`config.mk`:
```
export PLATFORM = sky130hd
export DESIGN_NAME = crp_response_reg
export DESIGN_NICKNAME = d
export VERILOG_FILES = /design/src/rtl/crp_pkg.sv /design/src/rtl/crp_encoder.sv /design/src/rtl/crp_hold_slot.sv /design/src/rtl/crp_dialog.sv /design/src/rtl/crp_response_reg.sv
export SDC_FILE = /design/constraint.sdc
export NUM_CORES = 1
export LEC_CHECK = 0
export CORE_MARGIN = 2
export CORE_UTILIZATION = 25
export CTS_BUF_LIST = sky130_fd_sc_hd__clkbuf_2 sky130_fd_sc_hd__clkbuf_4 sky130_fd_sc_hd__clkbuf_8
export DETAILED_ROUTE_END_ITERATION = 10
export GPL_ROUTABILITY_DRIVEN = 0
export SYNTH_ARGS = -nofsm -noshare
export SYNTH_HDL_FRONTEND = slang
export SYNTH_SLANG_ARGS = --single-unit
```
`constraint.sdc`:
```
create_clock -name clk -period 1.6 [get_ports clk]
set_input_delay 0.48 -clock clk [delete_from_list [all_inputs] [get_ports clk]]
set_output_delay 0.48 -clock clk [all_outputs]
set_load 0.03 [all_outputs]
```
`src/rtl/crp_pkg.sv`:
```
package crp_pkg;

  typedef enum logic {
    KIND_REGSEL = 1'b0,
    KIND_XFER   = 1'b1
  } prim_kind_e;

  typedef enum logic [1:0] {
    ST_IDLE     = 2'd0,
    ST_OFFERED  = 2'd1,
    ST_CONSUMED = 2'd2
  } dlg_state_e;

endpackage

```
`src/rtl/crp_encoder.sv`:
```
module crp_encoder #(
  parameter int WORD_W    = 16,
  parameter int FC_W      = 5,
  parameter int PARAM_W   = 8,
  parameter int REG_W     = 3,
  parameter int XFER_LEN  = 12,
  parameter logic [FC_W-1:0] FC_REGSEL = 5'h0C,
  parameter logic [FC_W-1:0] FC_XFER   = 5'h01
) (
  input  logic              kind,
  input  logic              dir,
  input  logic [REG_W-1:0]  dreg,
  output logic [WORD_W-1:0] word
);
  import crp_pkg::*;

  localparam int CA_BIT = WORD_W - 1;
  localparam int PC_BIT = WORD_W - 2;
  localparam int DR_BIT = WORD_W - 3;
  localparam int FC_LO  = PARAM_W;
  localparam int AD_BIT = REG_W;

  logic             ca, pc, dr;
  logic [FC_W-1:0]  fc;
  logic [PARAM_W-1:0] param;

  always_comb begin
    ca    = 1'b1;
    pc    = 1'b0;
    dr    = 1'b0;
    fc    = FC_REGSEL;
    param = '0;
    if (prim_kind_e'(kind) == KIND_XFER) begin
      dr    = dir;
      fc    = FC_XFER;
      param = PARAM_W'(XFER_LEN);
    end else begin
      // data/address select stays 0: the list lives in a data register
      param[REG_W-1:0] = dreg;
      param[AD_BIT]    = 1'b0;
    end
  end

  always_comb begin
    word = '0;
    word[CA_BIT] = ca;
    word[PC_BIT] = pc;
    word[DR_BIT] = dr;
    word[FC_LO +: FC_W] = fc;
    word[PARAM_W-1:0]   = param;
  end

endmodule

```
`src/rtl/crp_hold_slot.sv`:
```
module crp_hold_slot #(
  parameter int WORD_W = 16
) (
  input  logic              clk,
  input  logic              rst_n,
  input  logic              push,
  input  logic [WORD_W-1:0] push_word,
  input  logic              pop,
  output logic              valid,
  output logic [WORD_W-1:0] word
);

  always_ff @(posedge clk) begin
    if (!rst_n) begin
      valid <= 1'b0;
      word  <= '0;
    end else if (push) begin
      valid <= 1'b1;
      word  <= push_word;
    end else if (pop) begin
      valid <= 1'b0;
    end
  end

  p_no_overflow_r7: assert property (@(posedge clk) disable iff (!rst_n)
    push |-> !valid);

  p_hold_kept_r7: assert property (@(posedge clk) disable iff (!rst_n)
    (valid && !pop) |=> (valid && $stable(word)));

endmodule

```
`src/rtl/crp_dialog.sv`:
```
module crp_dialog #(
  parameter int WORD_W = 16,
  parameter logic [WORD_W-1:0] NULL_WORD = 16'h0802
) (
  input  logic              clk,
  input  logic              rst_n,
  input  logic              load,
  input  logic [WORD_W-1:0] load_word,
  input  logic              rd,
  input  logic              done,
  output logic              busy,
  output logic [WORD_W-1:0] resp_word
);
  import crp_pkg::*;

  dlg_state_e state, state_nx;
  logic [WORD_W-1:0] resp_nx;

  always_comb begin
    state_nx = state;
    resp_nx  = resp_word;
    if (load) begin
      state_nx = ST_OFFERED;
      resp_nx  = load_word;
    end else if (done && state != ST_IDLE) begin
      state_nx = ST_IDLE;
      resp_nx  = NULL_WORD;
    end else if (rd && state == ST_OFFERED) begin
      state_nx = ST_CONSUMED;
      resp_nx  = NULL_WORD;
    end
  end

  always_ff @(posedge clk) begin
    if (!rst_n) begin
      state     <= ST_IDLE;
      resp_word <= NULL_WORD;
    end else begin
      state     <= state_nx;
      resp_word <= resp_nx;
    end
  end

  assign busy = (state != ST_IDLE);

  p_read_consumes_r5: assert property (@(posedge clk) disable iff (!rst_n)
    (state == ST_OFFERED && rd && !load) |=> (resp_word == NULL_WORD));

  p_consumed_stays_null_r5: assert property (@(posedge clk) disable iff (!rst_n)
    (state == ST_CONSUMED && !load) |=> (resp_word == NULL_WORD));

  p_idle_done_ignored_r6: assert property (@(posedge clk) disable iff (!rst_n)
    (state == ST_IDLE && !load) |=> $stable(resp_word));

  p_offer_visible_r4: assert property (@(posedge clk) disable iff (!rst_n)
    load |=> (resp_word[WORD_W-1] && resp_word == $past(load_word)));

endmodule

```
`src/rtl/crp_response_reg.sv`:
```
module crp_response_reg #(
  parameter int WORD_W   = 16,
  parameter int FC_W     = 5,
  parameter int PARAM_W  = 8,
  parameter int REG_W    = 3,
  parameter int XFER_LEN = 12,
  parameter logic [FC_W-1:0]   FC_REGSEL = 5'h0C,
  parameter logic [FC_W-1:0]   FC_XFER   = 5'h01,
  parameter logic [WORD_W-1:0] NULL_WORD = 16'h0802
) (
  input  logic              clk,
  input  logic              rst_n,
  input  logic              issue_valid,
  output logic              issue_ready,
  input  logic              issue_kind,
  input  logic              issue_dir,
  input  logic [REG_W-1:0]  issue_dreg,
  input  logic              resp_rd,
  input  logic              svc_done,
  output logic [WORD_W-1:0] resp_word
);

  localparam int FC_LO = PARAM_W;

  logic [WORD_W-1:0] enc_word, hold_word, load_word;
  logic hold_valid, busy, accept, load_new, push_hold, pop_hold, load;

  crp_encoder #(
    .WORD_W(WORD_W), .FC_W(FC_W), .PARAM_W(PARAM_W), .REG_W(REG_W),
    .XFER_LEN(XFER_LEN), .FC_REGSEL(FC_REGSEL), .FC_XFER(FC_XFER)
  ) u_enc (
    .kind(issue_kind),
    .dir (issue_dir),
    .dreg(issue_dreg),
    .word(enc_word)
  );

  assign issue_ready = !hold_valid;
  assign accept      = issue_valid && issue_ready;
  assign load_new    = accept && (!busy || svc_done);
  assign push_hold   = accept && busy && !svc_done;
  assign pop_hold    = hold_valid && busy && svc_done;
  assign load        = load_new || pop_hold;
  assign load_word   = pop_hold ? hold_word : enc_word;

  crp_hold_slot #(.WORD_W(WORD_W)) u_hold (
    .clk      (clk),
    .rst_n    (rst_n),
    .push     (push_hold),
    .push_word(enc_word),
    .pop      (pop_hold),
    .valid    (hold_valid),
    .word     (hold_word)
  );

  crp_dialog #(.WORD_W(WORD_W), .NULL_WORD(NULL_WORD)) u_dlg (
    .clk      (clk),
    .rst_n    (rst_n),
    .load     (load),
    .load_word(load_word),
    .rd       (resp_rd),
    .done     (svc_done),
    .busy     (busy),
    .resp_word(resp_word)
  );

  p_regsel_format_r2: assert property (@(posedge clk) disable iff (!rst_n)
    (resp_word[WORD_W-1] && resp_word[FC_LO +: FC_W] == FC_REGSEL)
      |-> (resp_word[WORD_W-2:WORD_W-3] == 2'b00 && resp_word[PARAM_W-1:REG_W] == '0));

  p_xfer_format_r3: assert property (@(posedge clk) disable iff (!rst_n)
    (resp_word[WORD_W-1] && resp_word[FC_LO +: FC_W] == FC_XFER)
      |-> (!resp_word[WORD_W-2] && resp_word[PARAM_W-1:0] == PARAM_W'(XFER_LEN)));

  p_held_presented_r7: assert property (@(posedge clk) disable iff (!rst_n)
    pop_hold |=> (resp_word == $past(hold_word)));

  p_refused_ignored_r8: assert property (@(posedge clk) disable iff (!rst_n)
    (issue_valid && !issue_ready && !svc_done) |=> $stable(hold_word));

endmodule

```
**After elaboration in Yosys (flattened, before gate mapping)**

Index checks and enable logic that the tools add are counted.

- Register bits: 30
- Input port bits: 10
- Output and inout port bits: 17
- Logic and storage cells: 36

- Equality and inequality tests: 1
- Multiplexer cells: 12
- Bitwise logic cells: 1
- Reduce and logical (&&, ||, !) cells: 17

Operator list:

| kind | number |
|---|---|
| 16-bit two-way mux | 4 |
| 1-bit logical AND | 8 |
| 4-bit two-way mux | 2 |
| 1-bit two-way mux | 6 |
| 2-bit nonzero test | 2 |
| 1-bit zero test | 3 |
| 3-bit nonzero test | 1 |
| 3-bit OR reduction | 1 |
| 2-bit by 1-bit == test with 1-bit output (second input constant) | 1 |
| 1-bit logical OR | 2 |
| 1-bit inverter | 1 |

**Logic depth before layout (Yosys ltp)**

Gate-level depths: netlist of the first run.

- Word-level depth: 6
- Depth in mapped cells: 5
- Depth with buffers taken out: 4

**Cells and area by module**

Synthesis of the first run repeated with hierarchy kept, for this count alone.

- Cell total of the unflattened synthesis: 150
- Area total of the unflattened synthesis: 1,707.9 µm²

By module, submodules not included:

| module | times used | cells each | area each (µm²) | seq. area each (µm²) |
|---|---|---|---|---|
| crp_dialog | 1 | 52 | 650.6 | 360.3 |
| crp_hold_slot | 1 | 54 | 649.4 | 340.3 |
| crp_response_reg | 1 | 25 | 281.5 | 0.0 |
| crp_encoder | 1 | 19 | 126.4 | 0.0 |

**Least setup slack after synthesis of the first run**

OpenSTA, ideal clock, no wires.

- Path type: input to register
- Start: input svc_done
- End: register u_hold.word[1]
- Setup time: 128 ps
- Data arrival time: 1,193 ps
- Data required time: 1,472 ps
- Setup slack: 279 ps
- Cell stages on the path: 4
- Path buffers: 0
- Path through: o21bai_1 nor2_2 mux2i_1 nor2_1

- Cells in the longest elaborated chain, start to end: 2

Ends and longest elaborated chain:

| what | RTL line | text |
|---|---|---|
| from (decl) | crp_response_reg.sv:19 | `input logic svc_done,` |
| 1-bit zero test | crp_response_reg.sv:41 | `assign push_hold = accept && busy && !svc_done;` |
| 1-bit logical AND | crp_response_reg.sv:41 |  |
| to (signal assigned) | crp_hold_slot.sv:19 | `word <= push_word;` |
| to (decl) | crp_hold_slot.sv:10 | `output logic [WORD_W-1:0] word` |

No other way between the ends.
A chain may end at the register's enable or synchronous reset.

==> results of run 1 <==
cells by family (layout without fill, tap and decap cells):
logic type | Yosys count | in the layout | share of synthesized area (%)
mux | 2 | 2 | 2.27
other cells | 1 | 7 | 0.426
flops | 18 | 18 | 40.9
buf+inv | 16 | 41 | 11.1
compound gates | 39 | 39 | 28.1
simple gates | 30 | 30 | 17.2
metrics by stage:
step,util [%],total power [W],hold slack [ns],instance area (um^2)
after floorplan,-,0.000686,0.441,903
after global placement,35.3,0.000789,0.464,1190
after detailed placement,35.3,0.000793,0.473,1190
after CTS,35.6,0.000995,0.490,1200
after global routing,35.9,0.00104,0.500,1210
final,35.9,0.000984,0.481,1210
flip-flops by register name, summed over array words and instances, names as in the netlist:
signal / count
u_dlg.state: 2
u_hold.valid: 1
u_dlg.resp_word: 8
u_hold.word: 7
layer usage:
layer	vias up	global-route usage, %	share of wire, %	routed length, um
met4	0	4.89	0.52	12
met1	415	13.3	41	937
met2	26	21.8	54	1230
met5	-	0	0	0
li1	427	-	-	-
met3	2	2.50	4.5	104
timing repair:
action,in CTS,in global routing
setup endpoints to repair,10,10
pin swaps,1,1
resized for setup,10,4
layout make-up:
cell class                 instances  area, um^2
fill                             381        2160
multi-input combinational         78         450
sequential                        18         360
timing repair buffer              33         298
tap                               46        57.6
clock buffer                       3        22.5
inverter                           5        18.8
power by group through the flow:
stage,clock (W),combinational [W],sequential (W)
final,0.000213,0.000274,0.000497
after global routing,0.000240,0.000297,0.000502
after CTS,0.000224,0.000274,0.000497
after detailed placement,0,0.000285,0.000508
after global placement,0,0.000282,0.000507
after floorplan,0,0.000149,0.000537
worst min path at each step:
stage,start,end,slack (ns),cells past startpoint
after floorplan,u_hold.word[15],u_hold.word[15],0.44,2
final,u_hold.word[13],u_hold.word[13],0.48,2
after global routing,u_hold.word[0],u_hold.word[0],0.50,2
after global placement,u_hold.word[15],u_hold.word[15],0.46,2
after CTS,u_hold.word[13],u_hold.word[13],0.49,2
after detailed placement,u_hold.word[13],u_hold.word[13],0.47,2
placed cells by master, fill, tap and decap left out, drive strengths merged, types with 2 or more instances in the layout:
cell type,count
a211oi,3
a21oi,9
a31oi,3
a32oi,2
buf,15
clkbuf,3
clkdlybuf4s50,8
conb,7
dfxtp,18
dlygate4sd2,8
inv,5
mux2i,2
nand2,6
nand3,6
nor2,11
nor2b,3
nor3,2
o21ai,14
o22ai,3
==> qor.txt, run 1 <==
Clock Tree Root: clkbuf_4
worst setup path endpoint: resp_word[3]
CP Depth: 1
internal power: 0.000672 W
worst setup path category: reg2out
Ports: 27
final wirelength: 2.29 mm
worst slack at placement: -0.310 ns
DR vias: 870
area share of the largest cell type after synthesis: 40.9%
r2r endpoint: u_dlg.resp_word[0]
Initial DRC Count: 51
first drt pass iteration count: 4
vias in the first global route: 869
die height: 63.4 um
area leader, netlist: dfxtp_1
Worst Path Required: 1.12 ns
HPWL after DPL: 1.83 mm
Yosys Warn Count: 0
CTS tree: built
Yosys cell types: 29
Cell Count, Final, Fillers Out: 183
Mapped Cells: 106
Critical Path End Type: output pin
Mapped Avg Cell Area: 8.31 um^2
unrepaired setup endpoints after global routing: no
H-tree Lvls: 1
layout net count: 149
startpoint types: register
clock sinks: 18
share of layout cells above drive strength 1: 19.0%
ANT nets after route: 0
initial antenna violation count: 0
postcts setup bufs: 0
CTS clk-pin slew, worst paths: 0.09 ns
clk_lat worst skew: 0.28 ns
row count: 21
Finish-stage setup viols: 0
register share of total power: 50.5%
final slew viol count: 0
worst reg2reg setup slack: 0.22 ns
Post-Syn Area: 881 um^2
Worst Path Buf+Inv: 1
VDD IR max: 0.000246 V
Switch Pwr: 0.000312 W
fin crit share: 95.2%
Crit Path Max Fanout: 3
Hold-fix buffers, CTS: 0
largest net degree at the start of global routing: 10
Area Growth Syn to Fin: 37.1%
clock skew: 0.00179 ns
Setup crit start: u_dlg.resp_word[8]
total CTS buffers: 3
worst hold path class: reg2reg
cell-by-cell trace of the critical path: dlygate4sd2_1
maxcap violations: 0
Initial Util: 26.2%
Top Family by Delay on Critical Path: buffers and inverters
clock power share: 21.6%
Clock Path Buffers: 2
P_leak: 0.492 nW
PnR worst setup slack: 0.0774 ns
Port Buffers: 19
status: finished clean
WL per Instance: 12.5 um
Post-synth ARST share: 0%
r2r worst-path depth: 4
flops & latches, synth: 18
top-count cell post-synth: dfxtp_1
CP arrival: 1.04 ns
Synth Flop Type: dfxtp_1
Switching Share: 31.7%
# DRC: 0
Seq/Total Area, Yosys: 40.9%
first-pass GRT wire length: 3.79 mm
CP max-delay cell: dlygate4sd2_1
leading post-synthesis cells by cell area: dfxtp_1 (41%), o21ai_0 (8.0%), buf_4 (6.8%)
Cells after DPL: 180
global route overflow: 0
Global Route Usage Sum: 12.0%
Comb power frac: 27.9%
Final Hold Fails: 0
fmax: 657 MHz
worst r2r src: u_dlg.state[0]
TNS Setup: 0 ns
area of the die: 4010 um^2
vias per cell: 4.75
pwr dens: 815 nW/um^2
post-layout min period: 1.52 ns
synth cell count leaders: dfxtp_1 (18), o21ai_0 (14), nor2_1 (10)
number of synthesized flops with an enable pin: 0
Crit path largest cell delay: 0.41 ns
antenna fix cells: 0
Die X: 63.4 um
Core Area: 3360 um^2
(Power assumes the default switching activity.)
==> run 2: changes to the inputs <==
Clock period 1.6 ns to 1.5 ns, I/O delays scaled along.
==> run 2 against run 1 <==
Compared with the run above:
- worst setup slack worse by 0.034 ns
- register-to-register slack worse by 0.12 ns
- non-clock buffer count is 3 lower
- routed wire length shrank 7.0%
- via count down 2.3%
- die area did not move
- core utilization fell by 0.63 points
- hold slack lost 0.0021 ns
- cell count fell by 1.1%
- sequential power grew 6.8%
- largest power group unchanged
- critical path depth unchanged
==> qor.txt, run 2 (synthesized netlist as in run 1, its figures left out) <==
status: finished clean
Crit path largest cell delay: 0.38 ns (-0.03 ns)
clock power share: 26.1% (+4.5 points)
Initial DRC Count: 48 (-5.9%)
final slew viol count: 0 (unchanged)
P_leak: 0.471 nW (-4.4%)
total CTS buffers: 3 (unchanged)
origin of the worst min-delay path: u_dlg.resp_word[10]
Switching Share: 30.4% (-1.3 points)
Switch Pwr: 0.000337 W (+7.9%)
Final Hold Fails: 0 (unchanged)
die height: 63.4 um (unchanged)
Port Buffers: 19 (unchanged)
commonest non-fill, non-tap cells in the layout: buf_4 (19), dfxtp_1 (17), o21ai_0 (13)
maxcap violations: 0 (unchanged)
first-pass GRT wire length: 3.62 mm (-4.4%)
DR vias: 850 (-2.3%)
Fill cells: 374 (-1.8%)
vias in the first global route: 813 (-6.4%)
clock skew: 0.00298 ns (+0.00119 ns)
Area Growth Syn to Fin: 34.7%
global route overflow: 0 (unchanged)
clk_lat worst skew: 0.29 ns (about the same)
H-tree Lvls: 1 (unchanged)
vias per cell: 4.70 (-1.2%)
Crit Path Max Fanout: 2 (-1)
HPWL after DPL: 1.66 mm (-9.2%)
Comb power frac: 25.9% (-2.0 points)
antenna fix cells: 0 (unchanged)
r2r worst-path depth: 4 (unchanged)
layout net count: 146 (-2.0%)
CTS clk-pin slew, worst paths: 0.10 ns (about the same)
unrepaired setup endpoints after global routing: no
Top Registers: u_dlg.resp_word: 8 flops, u_hold.word: 7 flops, u_dlg.state: 2 flops
max reg flops: 8 (unchanged)
internal power: 0.000769 W (+14%)
final wirelength: 2.13 mm (-7.0%)
row count: 21 (unchanged)
register name with the most flops: u_dlg.resp_word
register share of total power: 48.0% (-2.5 points)
commonest non-fill, non-tap cell in the layout: buf_4
initial antenna violation count: 0 (unchanged)
pwr dens: 932 nW/um^2 (+14%)
worst setup path category: reg2out
WL per Instance: 11.7 um (-6.0%)
# DRC: 0 (unchanged)
Worst Path Required: 1.05 ns (-0.07 ns)
Top Family by Delay on Critical Path: buffers and inverters
area of the die: 4010 um^2 (unchanged)
Clock Path Buffers: 2 (unchanged)
fin crit share: 97.1%
Global Route Usage Sum: 11.6% (-0.37 points)
post-layout min period: 1.46 ns
share of layout cells above drive strength 1: 23.7% (+4.7 points)
Worst Hold End: u_dlg.resp_word[10]
Critical Path End Type: output pin
Initial Util: 26.2% (unchanged)
fmax: 687 MHz
first drt pass iteration count: 4 (unchanged)
ANT nets after route: 0 (unchanged)
r2r endpoint: u_dlg.resp_word[8]
CP arrival: 1.01 ns (-0.03 ns)
largest net degree at the start of global routing: 15 (+5)
clock sinks: 18 (unchanged)
worst slack at placement: -0.359 ns (-0.0497 ns)
CTS tree: built
Core Util, Final: 35.3% (-0.63 points)
cell-by-cell trace of the critical path: clkdlybuf4s15_1
VDD IR max: 0.000229 V (-6.9%)
Finish-stage setup viols: 0 (unchanged)
Worst Path Buf+Inv: 1 (unchanged)
worst reg2reg setup slack: 0.10 ns (-0.12 ns)
PnR worst setup slack: 0.0436 ns (-0.0337 ns)
CP max-delay cell: clkdlybuf4s15_1
Clock Tree Root: clkbuf_4
worst r2r src: u_dlg.state[0]
Hold Path Depth: 2 (unchanged)
worst hold path class: reg2reg
Worst Hold Slack: 0.479 ns (-0.00208 ns)
startpoint types: register
Die X: 63.4 um (unchanged)
Ports: 27 (unchanged)
Core Area: 3360 um^2 (unchanged)
run 2: timing repair:
item | 4_1_cts | 5_1_grt
pin swaps | 2 | 0
endpoints found under the setup margin | 5 | 11
hold buffers | 0 | 0
gates cloned | 0 | 0
buffers inserted | 0 | 0
gates resized for setup | 5 | 7
hold endpoints to repair | 0 | 0
run 2: area by class of cell:
cell class	count	area (um^2)	share of cell area (%)
well taps	46	57.6	4.85
flip-flops and latches	18	362	30.5
multi-input cells	78	458	38.6
repair buffers	30	254	21.4
clock buffers	4	36.3	3.06
inverters	5	18.8	1.58
run 2: power groups by stage:
stage	Combinational [W]	Clock, W	Sequential, W
floorplan	0.000159	0	0.000573
global placement	0.000285	0	0.000541
detailed placement	0.000286	0	0.000541
CTS	0.000283	0.000305	0.000531
global route	0.000312	0.000323	0.000535
finish	0.000286	0.000289	0.000531
run 2: stage by stage:
stage / cell area, um^2 / instances / setup TNS, ns / total power [W]
floorplan: 903 / 112 / 0 / 0.000732
global placement: 1130 / 177 / -3.78 / 0.000826
detailed placement: 1130 / 177 / -3.90 / 0.000828
CTS: 1170 / 181 / 0 / 0.00112
global route: 1190 / 181 / 0 / 0.00117
finish: 1190 / 181 / 0 / 0.00111
run 2: how the worst max path moves through the flow:
stage	start	cells after the start	to	slack, ns
floorplan	svc_done	4	u_hold.word[1]	0.21
global placement	svc_done	5	u_dlg.resp_word[0]	-0.35
detailed placement	svc_done	5	u_dlg.resp_word[0]	-0.36
CTS	u_dlg.resp_word[11]	1	resp_word[11]	0.004
global route	u_dlg.resp_word[11]	1	resp_word[11]	0.004
finish	u_dlg.resp_word[11]	1	resp_word[11]	0.04
run 2: per-layer routing:
metal / track usage [%] / share of wire, % / routed length [um]
met4: 4.89 / 1.8 / 38
met1: 13.9 / 42 / 886
met2: 20.0 / 52 / 1100
met5: 0 / 0 / 0
met3: 2.32 / 4.5 / 96
run 2: worst register-to-register path, delay by kind of cell, from the launching register on:
family	cells	cell delay (ns)
flops	1	0.37
compound gates	2	0.35
simple gates	2	0.61
==> run 3: changes to the inputs <==
Settings changed: CORE_MARGIN 2 to 5.
Clock period 1.5 ns to 1.2 ns, I/O delays scaled along.
==> run 3 against run 2 <==
Compared with the run above:
- the flow now finishes with violations (negative setup slack)
- highest routed layer unchanged
- core utilization increased by 4.2 points
- non-clock buffer count increased by 7
- count of clock-buffer cells in the layout unchanged
- final area increased by 12%
- combinational power increased by 51%
- flip-flop and latch count unchanged
- via count increased by 0.47%
- critical path type is now reg2reg
- worst setup slack got worse by 0.086 ns
- first-iteration DRC count decreased by 44%
- die area increased by 20%
==> qor.txt, run 3 (synthesized netlist as in run 1, its figures left out) <==
H-tree Lvls: 1 (unchanged)
status: complete, but fails checks
maxcap violations: 0 (unchanged)
Die X: 69.4 um (+9.5%)
Worst Path Buf+Inv: 0 (-1)
HPWL after DPL: 1.78 mm (+7.4%)
max reg flops: 8 (unchanged)
Hold Path Depth: 2 (unchanged)
layout net count: 153 (+4.8%)
clk_lat worst skew: 0.29 ns (about the same)
origin of the worst min-delay path: u_dlg.resp_word[10]
Crit path largest cell delay: 0.38 ns (about the same)
row count: 21 (unchanged)
fin crit share: 104%
antenna fix cells: 0 (unchanged)
Hold-fix buffers, CTS: 0 (unchanged)
Finish-stage setup viols: 2 (+2)
global route overflow: 0 (unchanged)
worst r2r src: u_dlg.state[0]
r2r endpoint: u_dlg.resp_word[0]
first drt pass iteration count: 4 (unchanged)
clock skew: 0.00213 ns (-0.000846 ns)
commonest non-fill, non-tap cell in the layout: buf_4
CTS clk-pin slew, worst paths: 0.10 ns (about the same)
Ports: 27 (unchanged)
CTS tree: built
register name with the most flops: u_dlg.resp_word
Core Area: 3360 um^2 (unchanged)
cell-by-cell trace of the critical path: or2_4 -> a21oi_4 -> a32oi_1 -> a211oi_2
final slew viol count: 0 (unchanged)
pwr dens: 1110 nW/um^2 (+19%)
Crit Path Max Fanout: 5 (+3)
# DRC: 0 (unchanged)
commonest non-fill, non-tap cells in the layout: buf_4 (24), dfxtp_1 (9)
vias in the first global route: 867 (+6.6%)
worst reg2reg setup slack: -0.04 ns (-0.14 ns)
fmax: 805 MHz
worst slack at placement: -0.562 ns (-0.202 ns)
Area Growth Syn to Fin: 50.6%
largest net degree at the start of global routing: 15 (unchanged)
P_leak: 0.522 nW (+11%)
r2r worst-path depth: 4 (unchanged)
VDD IR max: 0.000292 V (+28%)
GR peak layer: met2
violated checks: negative setup slack
Top Family by Delay on Critical Path: compound AO/OA/AOI/OAI gates
Final Hold Fails: 0 (unchanged)
Port Buffers: 19 (unchanged)
PnR worst setup slack: -0.0421 ns (-0.0858 ns)
Clock Tree Root: clkbuf_4
CP arrival: 1.46 ns (+0.45 ns)
area of the die: 4810 um^2 (+20%)
Clock Path Buffers: 2 (unchanged)
worst hold path class: reg2reg
first-pass GRT wire length: 3.82 mm (+5.5%)
clock sinks: 18 (unchanged)
unrepaired setup endpoints after global routing: yes
initial antenna violation count: 0 (unchanged)
final wirelength: 2.38 mm (+12%)
share of layout cells above drive strength 1: 43.0% (+19 points)
Worst Hold Slack: 0.480 ns (+0.000368 ns)
DR vias: 854 (+0.47%)
met3 Usage GRT: 2.03% (-0.29 points)
Global Route Usage Sum: 9.59% (-2.0 points)
die height: 69.4 um (+9.5%)
Worst Path Required: 1.42 ns (+0.37 ns)
met1 GRT Util: 11.3% (-2.6 points)
Worst Hold End: u_dlg.resp_word[10]
Critical Path End Type: register
total CTS buffers: 3 (unchanged)
GR Layer Usage met2: 16.9% (-3.1 points)
WL per Instance: 12.7 um (+8.0%)
worst setup path category: reg2reg
post-layout min period: 1.24 ns
Top Registers: u_dlg.resp_word: 8 flops, u_hold.word: 7 flops, u_dlg.state: 2 flops
startpoint types: register
Initial Util: 26.2% (unchanged)
vias per cell: 4.54 (-3.3%)
Initial DRC Count: 27 (-44%)
ANT nets after route: 0 (unchanged)
CP max-delay cell: dfxtp_4
-- run 3: worst max path at each step --
stage	startpoint	end	slack [ns]	depth (start not counted)
4_1_cts	u_dlg.state[0]	u_dlg.resp_word[0]	-0.05	4
2_1_floorplan	u_hold.valid	u_dlg.resp_word[0]	-0.01	4
3_3_place_gp	issue_valid	u_dlg.resp_word[8]	-0.55	5
6_report	u_dlg.state[0]	u_dlg.resp_word[0]	-0.04	4
3_5_place_dp	svc_done	u_dlg.resp_word[0]	-0.56	5
5_1_grt	u_dlg.state[0]	u_dlg.resp_word[0]	-0.08	4
-- run 3: layout make-up --
type | count | area (um^2)
Fill cell | 369 | 2040
Multi-Input combinational cell | 78 | 522
Sequential cell | 18 | 379
Timing Repair Buffer | 37 | 310
Tap cell | 46 | 57.6
Clock buffer | 4 | 36.3
Inverter | 5 | 21.3
-- run 3: worst reg2reg max path, cell delays in order, from the launching register on --
cell      delay (ns)
dfxtp_4         0.38
or2_4           0.29
a21oi_4         0.18
a32oi_1         0.13
a211oi_2        0.19
-- run 3: timing repair --
item	CTS	global route
setup buffers	3	2
endpoints found under the hold margin	0	0
resized for setup	32	15
pin swaps	9	11
endpoints found under the setup margin	22	19
-- run 3: through the flow --
| stage | total power [W] | setup TNS (ns) | cells | cell area [um^2] | utilization, % |
|---|---|---|---|---|---|
| 6_report | 0.00147 | -0.0829 | 188 | 1330 | 39.4 |
| 2_1_floorplan | 0.000917 | -0.0121 | 112 | 910 | - |
| 3_3_place_gp | 0.00104 | -7.99 | 179 | 1150 | 34.2 |
| 4_1_cts | 0.00145 | -0.152 | 186 | 1260 | 37.5 |
| 5_1_grt | 0.00155 | -0.495 | 188 | 1330 | 39.4 |
| 3_5_place_dp | 0.00105 | -8.08 | 179 | 1150 | 34.2 |
-- run 3: power breakdown --
group	switching [W]	total [W]	internal, W
sequential	0.0000335	0.000670	0.000637
combinational	0.000245	0.000433	0.000188
clock	0.000186	0.000370	0.000185
total	0.000464	0.00147	0.00101
-- run 3: metal layers --
layer	share of wire, %	routed length (um)
met5	0	0
met4	0.88	21
met3	4.6	110
met2	53	1260
met1	41	989
